===== src/rtl/ign_pkg.sv =====
package ign_pkg;
  typedef enum logic [2:0] {
    ST_OSC, ST_SWEEP, ST_RUN, ST_FAULT, ST_COOL
  } ign_state_e;

  typedef enum logic [1:0] {
    MODE_OSC    = 2'd0,
    MODE_SWEEP  = 2'd1,
    MODE_CLOSED = 2'd2
  } ign_mode_e;
endpackage


===== src/rtl/ign_timer.sv =====
// Interval timer with its own prescaler; restart clears both stages.
module ign_timer #(
  parameter int TICK_DIV = 200,
  parameter int CNT_W    = 16
) (
  input  logic             clk_i,
  input  logic             rst_ni,
  input  logic             restart_i,
  input  logic [CNT_W-1:0] target_i,
  output logic             elapsed_o
);
  localparam int PRE_W = (TICK_DIV > 1) ? $clog2(TICK_DIV) : 1;

  logic             tick;
  logic [CNT_W-1:0] cnt_q;

  if (TICK_DIV > 1) begin : g_pre
    logic [PRE_W-1:0] pre_q;
    always_ff @(posedge clk_i or negedge rst_ni) begin
      if (!rst_ni)                             pre_q <= '0;
      else if (restart_i)                      pre_q <= '0;
      else if (pre_q == PRE_W'(TICK_DIV - 1))  pre_q <= '0;
      else                                     pre_q <= pre_q + 1'b1;
    end
    assign tick = !restart_i && (pre_q == PRE_W'(TICK_DIV - 1));
  end else begin : g_nopre
    assign tick = !restart_i;
  end

  always_ff @(posedge clk_i or negedge rst_ni) begin
    if (!rst_ni)                   cnt_q <= '0;
    else if (restart_i)            cnt_q <= '0;
    else if (tick && cnt_q != '1)  cnt_q <= cnt_q + 1'b1;
  end

  assign elapsed_o = (cnt_q >= target_i);
endmodule


===== src/rtl/ign_phase_gen.sv =====
// Start-up phase register: full-scale load, single-code decrement.
module ign_phase_gen #(
  parameter int PH_W = 9
) (
  input  logic            clk_i,
  input  logic            rst_ni,
  input  logic            load_full_i,
  input  logic            step_i,
  input  logic [PH_W-1:0] low_i,
  output logic [PH_W-1:0] phase_o,
  output logic            at_floor_o
);
  logic [PH_W-1:0] phase_q;

  always_ff @(posedge clk_i or negedge rst_ni) begin
    if (!rst_ni)                       phase_q <= '1;
    else if (load_full_i)              phase_q <= '1;
    else if (step_i && phase_q != '0)  phase_q <= phase_q - 1'b1;
  end

  assign phase_o    = phase_q;
  assign at_floor_o = (phase_q <= low_i);
endmodule


===== src/rtl/ign_seq.sv =====
// Sequencer; overvoltage pre-empts every other transition.
module ign_seq
  import ign_pkg::*;
(
  input  logic       clk_i,
  input  logic       rst_ni,
  input  logic       ovp_i,
  input  logic       ignite_i,
  input  logic       elapsed_i,
  input  logic       at_floor_i,
  output ign_state_e state_o,
  output logic       restart_o,
  output logic       load_full_o,
  output logic       step_o
);
  ign_state_e state_q, state_d;

  always_comb begin
    state_d     = state_q;
    restart_o   = 1'b0;
    load_full_o = 1'b0;
    step_o      = 1'b0;
    if (ovp_i) begin
      state_d     = ST_FAULT;
      restart_o   = 1'b1;
      load_full_o = 1'b1;
    end else begin
      unique case (state_q)
        ST_OSC: if (elapsed_i) begin
          state_d     = ST_SWEEP;
          restart_o   = 1'b1;
          load_full_o = 1'b1;
        end
        ST_SWEEP: begin
          if (ignite_i) begin
            state_d = ST_RUN;
          end else if (elapsed_i) begin
            restart_o = 1'b1;
            if (at_floor_i) begin
              state_d     = ST_OSC;
              load_full_o = 1'b1;
            end else begin
              step_o = 1'b1;
            end
          end
        end
        ST_RUN: state_d = ST_RUN;
        ST_FAULT: begin
          state_d   = ST_COOL;
          restart_o = 1'b1;
        end
        ST_COOL: if (elapsed_i) begin
          state_d     = ST_OSC;
          restart_o   = 1'b1;
          load_full_o = 1'b1;
        end
        default: begin
          state_d     = ST_FAULT;
          load_full_o = 1'b1;
        end
      endcase
    end
  end

  always_ff @(posedge clk_i or negedge rst_ni) begin
    if (!rst_ni) state_q <= ST_OSC;
    else         state_q <= state_d;
  end

  assign state_o = state_q;
endmodule


===== src/rtl/lamp_ign_sup.sv =====
module lamp_ign_sup
  import ign_pkg::*;
#(
  parameter int PH_W      = 9,
  parameter int CUR_W     = 8,
  parameter int CNT_W     = 16,
  parameter int TICK_DIV  = 200,
  parameter int OSC_TICKS = 10000
) (
  input  logic             clk_i,
  input  logic             rst_ni,
  input  logic [CUR_W-1:0] lamp_cur_i,
  input  logic [CUR_W-1:0] cur_thr_i,
  input  logic             ovp_i,
  input  logic [CNT_W-1:0] step_ticks_i,
  input  logic [CNT_W-1:0] cool_ticks_i,
  input  logic [PH_W-1:0]  phase_low_i,
  output logic [1:0]       mode_o,
  output logic [PH_W-1:0]  phase_st_o,
  output logic             comp_track_o,
  output logic             gate_en_o
);
  localparam logic [CNT_W-1:0] OSC_TGT = CNT_W'(OSC_TICKS);

  ign_state_e       state;
  logic             restart, load_full, step, elapsed, at_floor, ignite;
  logic [CNT_W-1:0] target;

  assign ignite = (lamp_cur_i > cur_thr_i);

  always_comb begin
    unique case (state)
      ST_OSC:   target = OSC_TGT;
      ST_SWEEP: target = step_ticks_i;
      ST_COOL:  target = cool_ticks_i;
      default:  target = '0;
    endcase
  end

  ign_seq i_seq (
    .clk_i       (clk_i),
    .rst_ni      (rst_ni),
    .ovp_i       (ovp_i),
    .ignite_i    (ignite),
    .elapsed_i   (elapsed),
    .at_floor_i  (at_floor),
    .state_o     (state),
    .restart_o   (restart),
    .load_full_o (load_full),
    .step_o      (step)
  );

  ign_timer #(.TICK_DIV(TICK_DIV), .CNT_W(CNT_W)) i_timer (
    .clk_i     (clk_i),
    .rst_ni    (rst_ni),
    .restart_i (restart),
    .target_i  (target),
    .elapsed_o (elapsed)
  );

  ign_phase_gen #(.PH_W(PH_W)) i_phase (
    .clk_i       (clk_i),
    .rst_ni      (rst_ni),
    .load_full_i (load_full),
    .step_i      (step),
    .low_i       (phase_low_i),
    .phase_o     (phase_st_o),
    .at_floor_o  (at_floor)
  );

  always_comb begin
    unique case (state)
      ST_SWEEP: mode_o = MODE_SWEEP;
      ST_RUN:   mode_o = MODE_CLOSED;
      default:  mode_o = MODE_OSC;
    endcase
  end

  assign comp_track_o = (state != ST_RUN);
  // gate cut is combinational so an overvoltage acts in its own cycle
  assign gate_en_o = !ovp_i && (state != ST_FAULT) && (state != ST_COOL);
endmodule


===== config.mk =====
export PLATFORM = sky130hd
export DESIGN_NAME = lamp_ign_sup
export DESIGN_NICKNAME = d
export VERILOG_FILES = /design/src/rtl/ign_pkg.sv /design/src/rtl/ign_timer.sv /design/src/rtl/ign_phase_gen.sv /design/src/rtl/ign_seq.sv /design/src/rtl/lamp_ign_sup.sv
export SDC_FILE = /design/constraint.sdc
export NUM_CORES = 1
export LEC_CHECK = 0
export BUFFER_PORTS_ARGS = -buffer_cell sky130_fd_sc_hd__buf_2
export CORE_ASPECT_RATIO = 0.5
export CORE_UTILIZATION = 60
export DETAILED_ROUTE_END_ITERATION = 6
export PLACE_DENSITY_LB_ADDON = 0.15
export SYNTH_ARGS = -nofsm -noshare
export SYNTH_HDL_FRONTEND = slang
export SYNTH_HIERARCHICAL = 1
export SYNTH_SLANG_ARGS = --single-unit

===== constraint.sdc =====
create_clock -name clk_i -period 7.4 [get_ports clk_i]
set_input_delay 0.74 -clock clk_i [delete_from_list [all_inputs] [get_ports clk_i]]
set_output_delay 0.74 -clock clk_i [all_outputs]
set_load 0.05 [all_outputs]

# [Word level (Yosys, flattened, before mapping)]
# Cells that the tools add are included.
[op_classes] n_addsub=3 n_mul=0 div=0 order_cmp=3 n_eq_ne=13 shifts=0 muxes=29 bitwise_logic=0 n_reduce_logical=14
[op_table] op="$pmux 16 s3" n=1
[op_table] op="$mux 16" n=2
[op_table] op="$mux 3" n=6
[op_table] op="$mux 9" n=2
[op_table] op="$add 16x1->16 const B" n=1
[op_table] op="$ge 16x16->1" n=1
[op_table] op="$mux 8" n=2
[op_table] op="$ne 16x16->1 const B" n=1
[op_table] op="$pmux 3 s5" n=1
[op_table] op="$mux 1" n=12
[op_table] op="$le 9x9->1" n=1
[op_table] op="$ne 3x3->1 const B" n=3
[op_table] op="$reduce_bool 9->1" n=1
[op_table] op="$sub 9x1->9 const B" n=1
[op_table] op="$add 8x1->8 const B" n=1
[op_table] op="$eq 8x8->1 const B" n=1
[op_table] op="$gt 8x8->1" n=1
[op_table] op="$ne 4x3->1 const B" n=2
[op_table] op="$eq 3x2->1 const B" n=2
[op_table] op="$ne 3x2->1 const B" n=2
[op_table] op="$pmux 1 s3" n=2
[op_table] op="$logic_and 1x1->1" n=5
[op_table] op="$pmux 2 s2" n=1
[op_table] op="$reduce_and 4->1" n=1
[op_table] op="6 further kinds" n=9
[word_totals] reg_bits=36 latchBits=0 ramBits=0 rom_bits=0 output_inout_bits=13 wordCells=66 mem_count=0

# [Logic depth before layout (Yosys ltp)]
[depth] word_depth=12 mapped_depth=18 depth_no_buf=16

# [Modules after synthesis]
# The synthesis kept the hierarchy.
[modules_own_cells] module="ign_timer" instances=1 cells_per_inst=182 area_per_inst_um2=1635.3
[modules_own_cells] module="ign_phase_gen" instances=1 cells_per_inst=78 area_per_inst_um2=758.2
[modules_own_cells] module="lamp_ign_sup" instances=1 cells_per_inst=84 area_per_inst_um2=635.6
[modules_own_cells] module="ign_seq" instances=1 cells_per_inst=26 area_per_inst_um2=212.7

# [Worst setup path before layout]
# No wires, ideal clock.
[synth_path] kind="register to register" start="register i_seq.state_q[2] (netlist: i_seq/state_o[2])" end="register i_phase.phase_q[5] (netlist: i_phase/phase_o[5])" arrival_time_ps=3748 required_ps=7325 slack_ps=3577 path_stages_with_launch=18 n_path_buf=2 period_less_slack_ps=3823 cell_sequence="dfrtp_1 > buf_6 > nor2b_4 > buf_12 > a22oi_2 > nor2_2 > inv_1 > ha_1 > nand2_1 > o21ai_0 > a211oi_1 > o31ai_1 > nor2b_1 > nand2_1 > nor4_1 > or4b_4 > a2111oi_2 > mux2i_1"
[synth_between] elab_chain_len=9 word_cells_on_any_way=21 classes_between="order compare (1); eq/ne (4); mux (11); reduce/logical (5)"
[synth_rtl] element="start: declaration" line_no="ign_seq.sv:16" text="ign_state_e state_q, state_d;"
[synth_rtl] element="start signal: assignment" line_no="ign_seq.sv:67" text="else state_q <= state_d;"
[synth_rtl] element="$eq 3x3->1, or another cell as far along" line_no="lamp_ign_sup.sv:32" text="unique case (state)"
[synth_rtl] element="$pmux 16 s3 (*)" line_no="lamp_ign_sup.sv:32"
[synth_rtl] element="named net target[11]" line_no="lamp_ign_sup.sv:27" text="logic [CNT_W-1:0] target;"
[synth_rtl] element="$ge 16x16->1 (*)" line_no="ign_timer.sv:36" text="assign elapsed_o = (cnt_q >= target_i);"
[synth_rtl] element="named net elapsed" line_no="lamp_ign_sup.sv:26" text="logic restart, load_full, step, elapsed, at_floor, ignite;"
[synth_rtl] element="$mux 1 (*)" line_no="ign_seq.sv:37" text="end else if (elapsed_i) begin"
[synth_rtl] element="$mux 1 (*)" line_no="ign_seq.sv:35" text="if (ignite_i) begin"
[synth_rtl] element="$mux 1 (*)" line_no="ign_seq.sv:28" text="unique case (state_q)"
[synth_rtl] element="$mux 1 (*)" line_no="ign_seq.sv:23" text="if (ovp_i) begin"
[synth_rtl] element="named net step" line_no="lamp_ign_sup.sv:26"
[synth_rtl] element="$logic_and 1x1->1 (*)" line_no="ign_phase_gen.sv:18" text="else if (step_i && phase_q != '0) phase_q <= phase_q - 1'b1;"
[synth_rtl] element="$reduce_bool 2->1 (no source line) (*)"
[synth_rtl] element="end signal: assignment" line_no="ign_phase_gen.sv:18"
[synth_rtl] element="end: declaration" line_no="ign_phase_gen.sv:13" text="logic [PH_W-1:0] phase_q;"
# Mark *: on every way through the listed nets, which the timed path passes. The rest lies on a longest branch.
# A chain may end at the register's enable or synchronous reset.

# [Final worst setup path]
# Same ends and word-level chain as after synthesis.

==> flow_summary.toml <==
[run_status]
run_status = "finished clean"

[die]
fp.dieW_um = 106
dieArea_um2 = 5720
coreArea_um2 = 5070
initial_cell_density_of_the_core = 0.640
die_h_um = 54.0
row_count = 18
number_of_top_level_pins = 73

[routing]
avgRoutedWirePerCell_um = 15.3
final_antenna_violating_net_count = 0
wirelength_mm = 7.79
routed-via-count = 3005
detail_route.first_pass.iterations = 5
vias_per_cell = 5.90
drtIter0Drc = 238
remaining_drc_errors = 0

[critical_path]
required_arrival_time_at_the_worst_endpoint_ps = 7620
endpoint_kind_of_the_worst_setup_timing_path = "flop"
worst-setup-path-type = "flop to flop"
crit_arrival_ps = 4870
crit_path_cell_trace = "nor2b_4 > a22oi_2 > nor2_2 > inv_1 > ha_1 > nand2_1 > o21ai_0 > a211oi_1 > o31ai_1 > nor2b_1 > nand2_1 > nor4_1 > or4b_4 > a2111oi_2 > mux2i_1"
worst_setup_path_startpoint = "i_seq/state_o[2]"
cp_slowest_cell = "sky130_fd_sc_hd__dfrtp_1"
critPathMaxStageDelay_ps = 730
cp-start-kind = "flop"
worst_r2r_startpoint = "i_seq/state_o[2]"
critical_path.most_common_cell = "sky130_fd_sc_hd__nand2_1"
critPathMaxFanout = 15

[cells_and_area]
postLayoutCoreUtil = 0.727
filler_cell_count = 394
layout-drive-gt1-share = 0.273
area_growth_syn_to_layout_pct = 13.7
num_antenna_cells = 0
finalNetCount = 534
layoutNonFillerInstCount = 509
area.sequential_um2 = 912
finalInstanceArea_um2 = 3680
multiInputGateArea_um2 = 2040

[timing]
slew_violations = 0
achievable-frequency_mhz = 215
hold_viol_final = 0
finalClockSkew_ps = 5.50
period_share = 0.628
worst_margin_pin_slew_ps = 932
final_period_minus_worst_setup_slack_ps = 4650
totalNegativeSetupSlack_ps = 0
worst_slew_margin_rel = 0.379
final-setup-viol-count = 0
grt_setup_unrepaired = "no"

[clock_tree]
cts_root_buffer = "sky130_fd_sc_hd__clkbuf_8"
clock_latency_ps = 290
cts_resized = 0
path_clk_slew_ps = 70
htree_levels = 2
clock_sinks = 36
cts-buffers-inserted = 5
cts_tree = "yes"
cts_buffer_depth = 2
cts_hold_repair.buffers = 0
postCtsSetupRepairBufs = 0

[placement]
gp_routability_congestion = 0.824
dpl.cell_count = 501
place.port_buffers = 72
placed_area_um2 = 3590
total_half_perimeter_wirelength_after_legalization_and_detailed_placement_mm = 6.06

[logic_synthesis]
synth_top_cell_by_area = "sky130_fd_sc_hd__dfrtp_1"
synthesis.area_um2 = 3240
synthesis.area_per_instance_um2 = 8.76
synth_common_cells = "sky130_fd_sc_hd__inv_1, sky130_fd_sc_hd__ha_1, sky130_fd_sc_hd__dfrtp_1"
netlist_top_cells_area = "sky130_fd_sc_hd__dfrtp_1, sky130_fd_sc_hd__ha_1, sky130_fd_sc_hd__dfstp_2"
asyncSetResetFlopFracSynth = 1.00
synthMostInstantiatedCell = "sky130_fd_sc_hd__inv_1"
yosys.area.top_type_share = 0.208
synth_ff_type = "sky130_fd_sc_hd__dfrtp_1"
netlist_instances = 370
number_of_different_library_cells_in_the_post_synthesis_netlist = 68
syn_nets = 466
synth_seq_cells = 36
synthesis_warning_total = 6
synth_enable_flop_cells = 0
share_of_the_yosys_chip_area_belonging_to_registers = 0.281

[power]
ir_worst_vdd_uv = 88.1
cellLeakagePower_nw = 1.63
power_per_cell_area_nw_per_um2 = 144
total_power_mw = 0.531

[global_routing]
wire_length_of_the_first_global_routing_pass_mm = 12.6
maximum_number_of_pins_on_one_net_before_global_route_repair = 37
grt_antenna_before_repair = 0
grt_overflow = 0
via_count_of_the_first_global_routing_pass = 2759
gr-usage-all-layers = 0.287

[worst_hold_path]
hold_path.class = "flop to flop"
hold_start = "i_timer/g_pre.pre_q[0]"

[run]
maxCapViolCount = 0
## per-stage QoR
step / hold WS [ps] / worst slack, ps
after floorplan: 430 / 3580
after global placement: 449 / 2930
after detailed placement: 457 / 2810
after CTS: 467 / 2740
after global routing: 512 / 2250
final: 472 / 2750
## path summary, 6_finish.rpt
kind	to	slack [ps]	depth (start not counted)
min reg2reg	i_timer/g_pre.pre_q[0]	470	1
max reg2reg	i_phase/phase_o[5]	2750	15
max in group asynchronous	i_timer/g_pre.pre_q[2]	6390	1
max	i_phase/phase_o[5]	2750	15
min in group asynchronous	i_timer/cnt_q[5]	520	1
min	i_timer/g_pre.pre_q[0]	470	1
## cells in the final DEF, fill, tap and decap left out, drive strengths merged, types with 2 or more instances in the layout
cell type / netlist / layout
a41oi: 3 / 3
nor2: 35 / 35
or3: 6 / 6
xor2: 3 / 3
a21o: 2 / 2
xnor2: 6 / 6
or2: 3 / 3
inv: 49 / 49
a21oi: 26 / 26
clkbuf: 5 / 8
or4: 4 / 4
a211oi: 4 / 4
and3: 4 / 4
and4: 2 / 2
nand2: 15 / 15
a21boi: 2 / 2
a31oi: 10 / 10
nor3: 7 / 7
and2: 2 / 2
a2111oi: 2 / 2
buf: 6 / 72
mux2i: 5 / 5
a22oi: 12 / 12
dfstp: 9 / 9
nor4: 5 / 5
o21ai: 16 / 16
nand3: 11 / 11
ha: 36 / 36
nand2b: 4 / 4
nor2b: 9 / 9
o21a: 2 / 2
dfrtp: 27 / 27
or3b: 2 / 2
o31ai: 7 / 7
nand4: 12 / 12
## registers in the layout (all words and copies together) (netlist names)
signal,cells
i_phase/phase_o,9
i_seq/state_o,3
i_timer/cnt_q,16
i_timer/g_pre.pre_q,8
## critical path: cells and delay by family (launching register included)
kind | cells | cell delay, ps
AND/OR/NAND/NOR | 7 | 2030
AO/OA/AOI/OAI | 5 | 1200
flip-flops | 1 | 730
adder cells (fa/ha/maj) | 1 | 310
multiplexers | 1 | 240
buffers and inverters | 1 | 60
## logic make-up after synthesis
| kind of cell | count (synthesis) | synth area share |
|---|---|---|
| flip-flops | 36 | 0.281 |
| XOR/XNOR | 9 | 0.0243 |
| AO/OA/AOI/OAI | 98 | 0.217 |
| multiplexers | 6 | 0.0189 |
| adder cells (fa/ha/maj) | 36 | 0.139 |
| buffers and inverters | 60 | 0.0884 |
| AND/OR/NAND/NOR | 125 | 0.231 |
## layer usage
| metal | vias up | global-route usage | share of wire |
|---|---|---|---|
| li1 | 1481 | - | - |
| met1 | 1413 | 0.379 | 0.46 |
| met2 | 107 | 0.485 | 0.45 |
| met3 | 4 | 0.0605 | 0.079 |
| met4 | 0 | 0.0856 | 0.0071 |
| met5 | - | 0 | 0 |
## where the power goes
part / leakage [nW] / switching [mW] / internal [mW] / total, mW
combinational: 1.12 / 0.0965 / 0.0683 / 0.165
clock: 0.0455 / 0.0683 / 0.0759 / 0.144
sequential: 0.463 / 0.0200 / 0.202 / 0.222
## cell type report
class / instances / area share
tap: 70 / 0.0238
timing repair buffer: 72 / 0.0978
sequential: 36 / 0.248
inverter: 49 / 0.0520
multi-input combinational: 274 / 0.554
clock buffer: 8 / 0.0244
(Power assumes the default switching activity.)
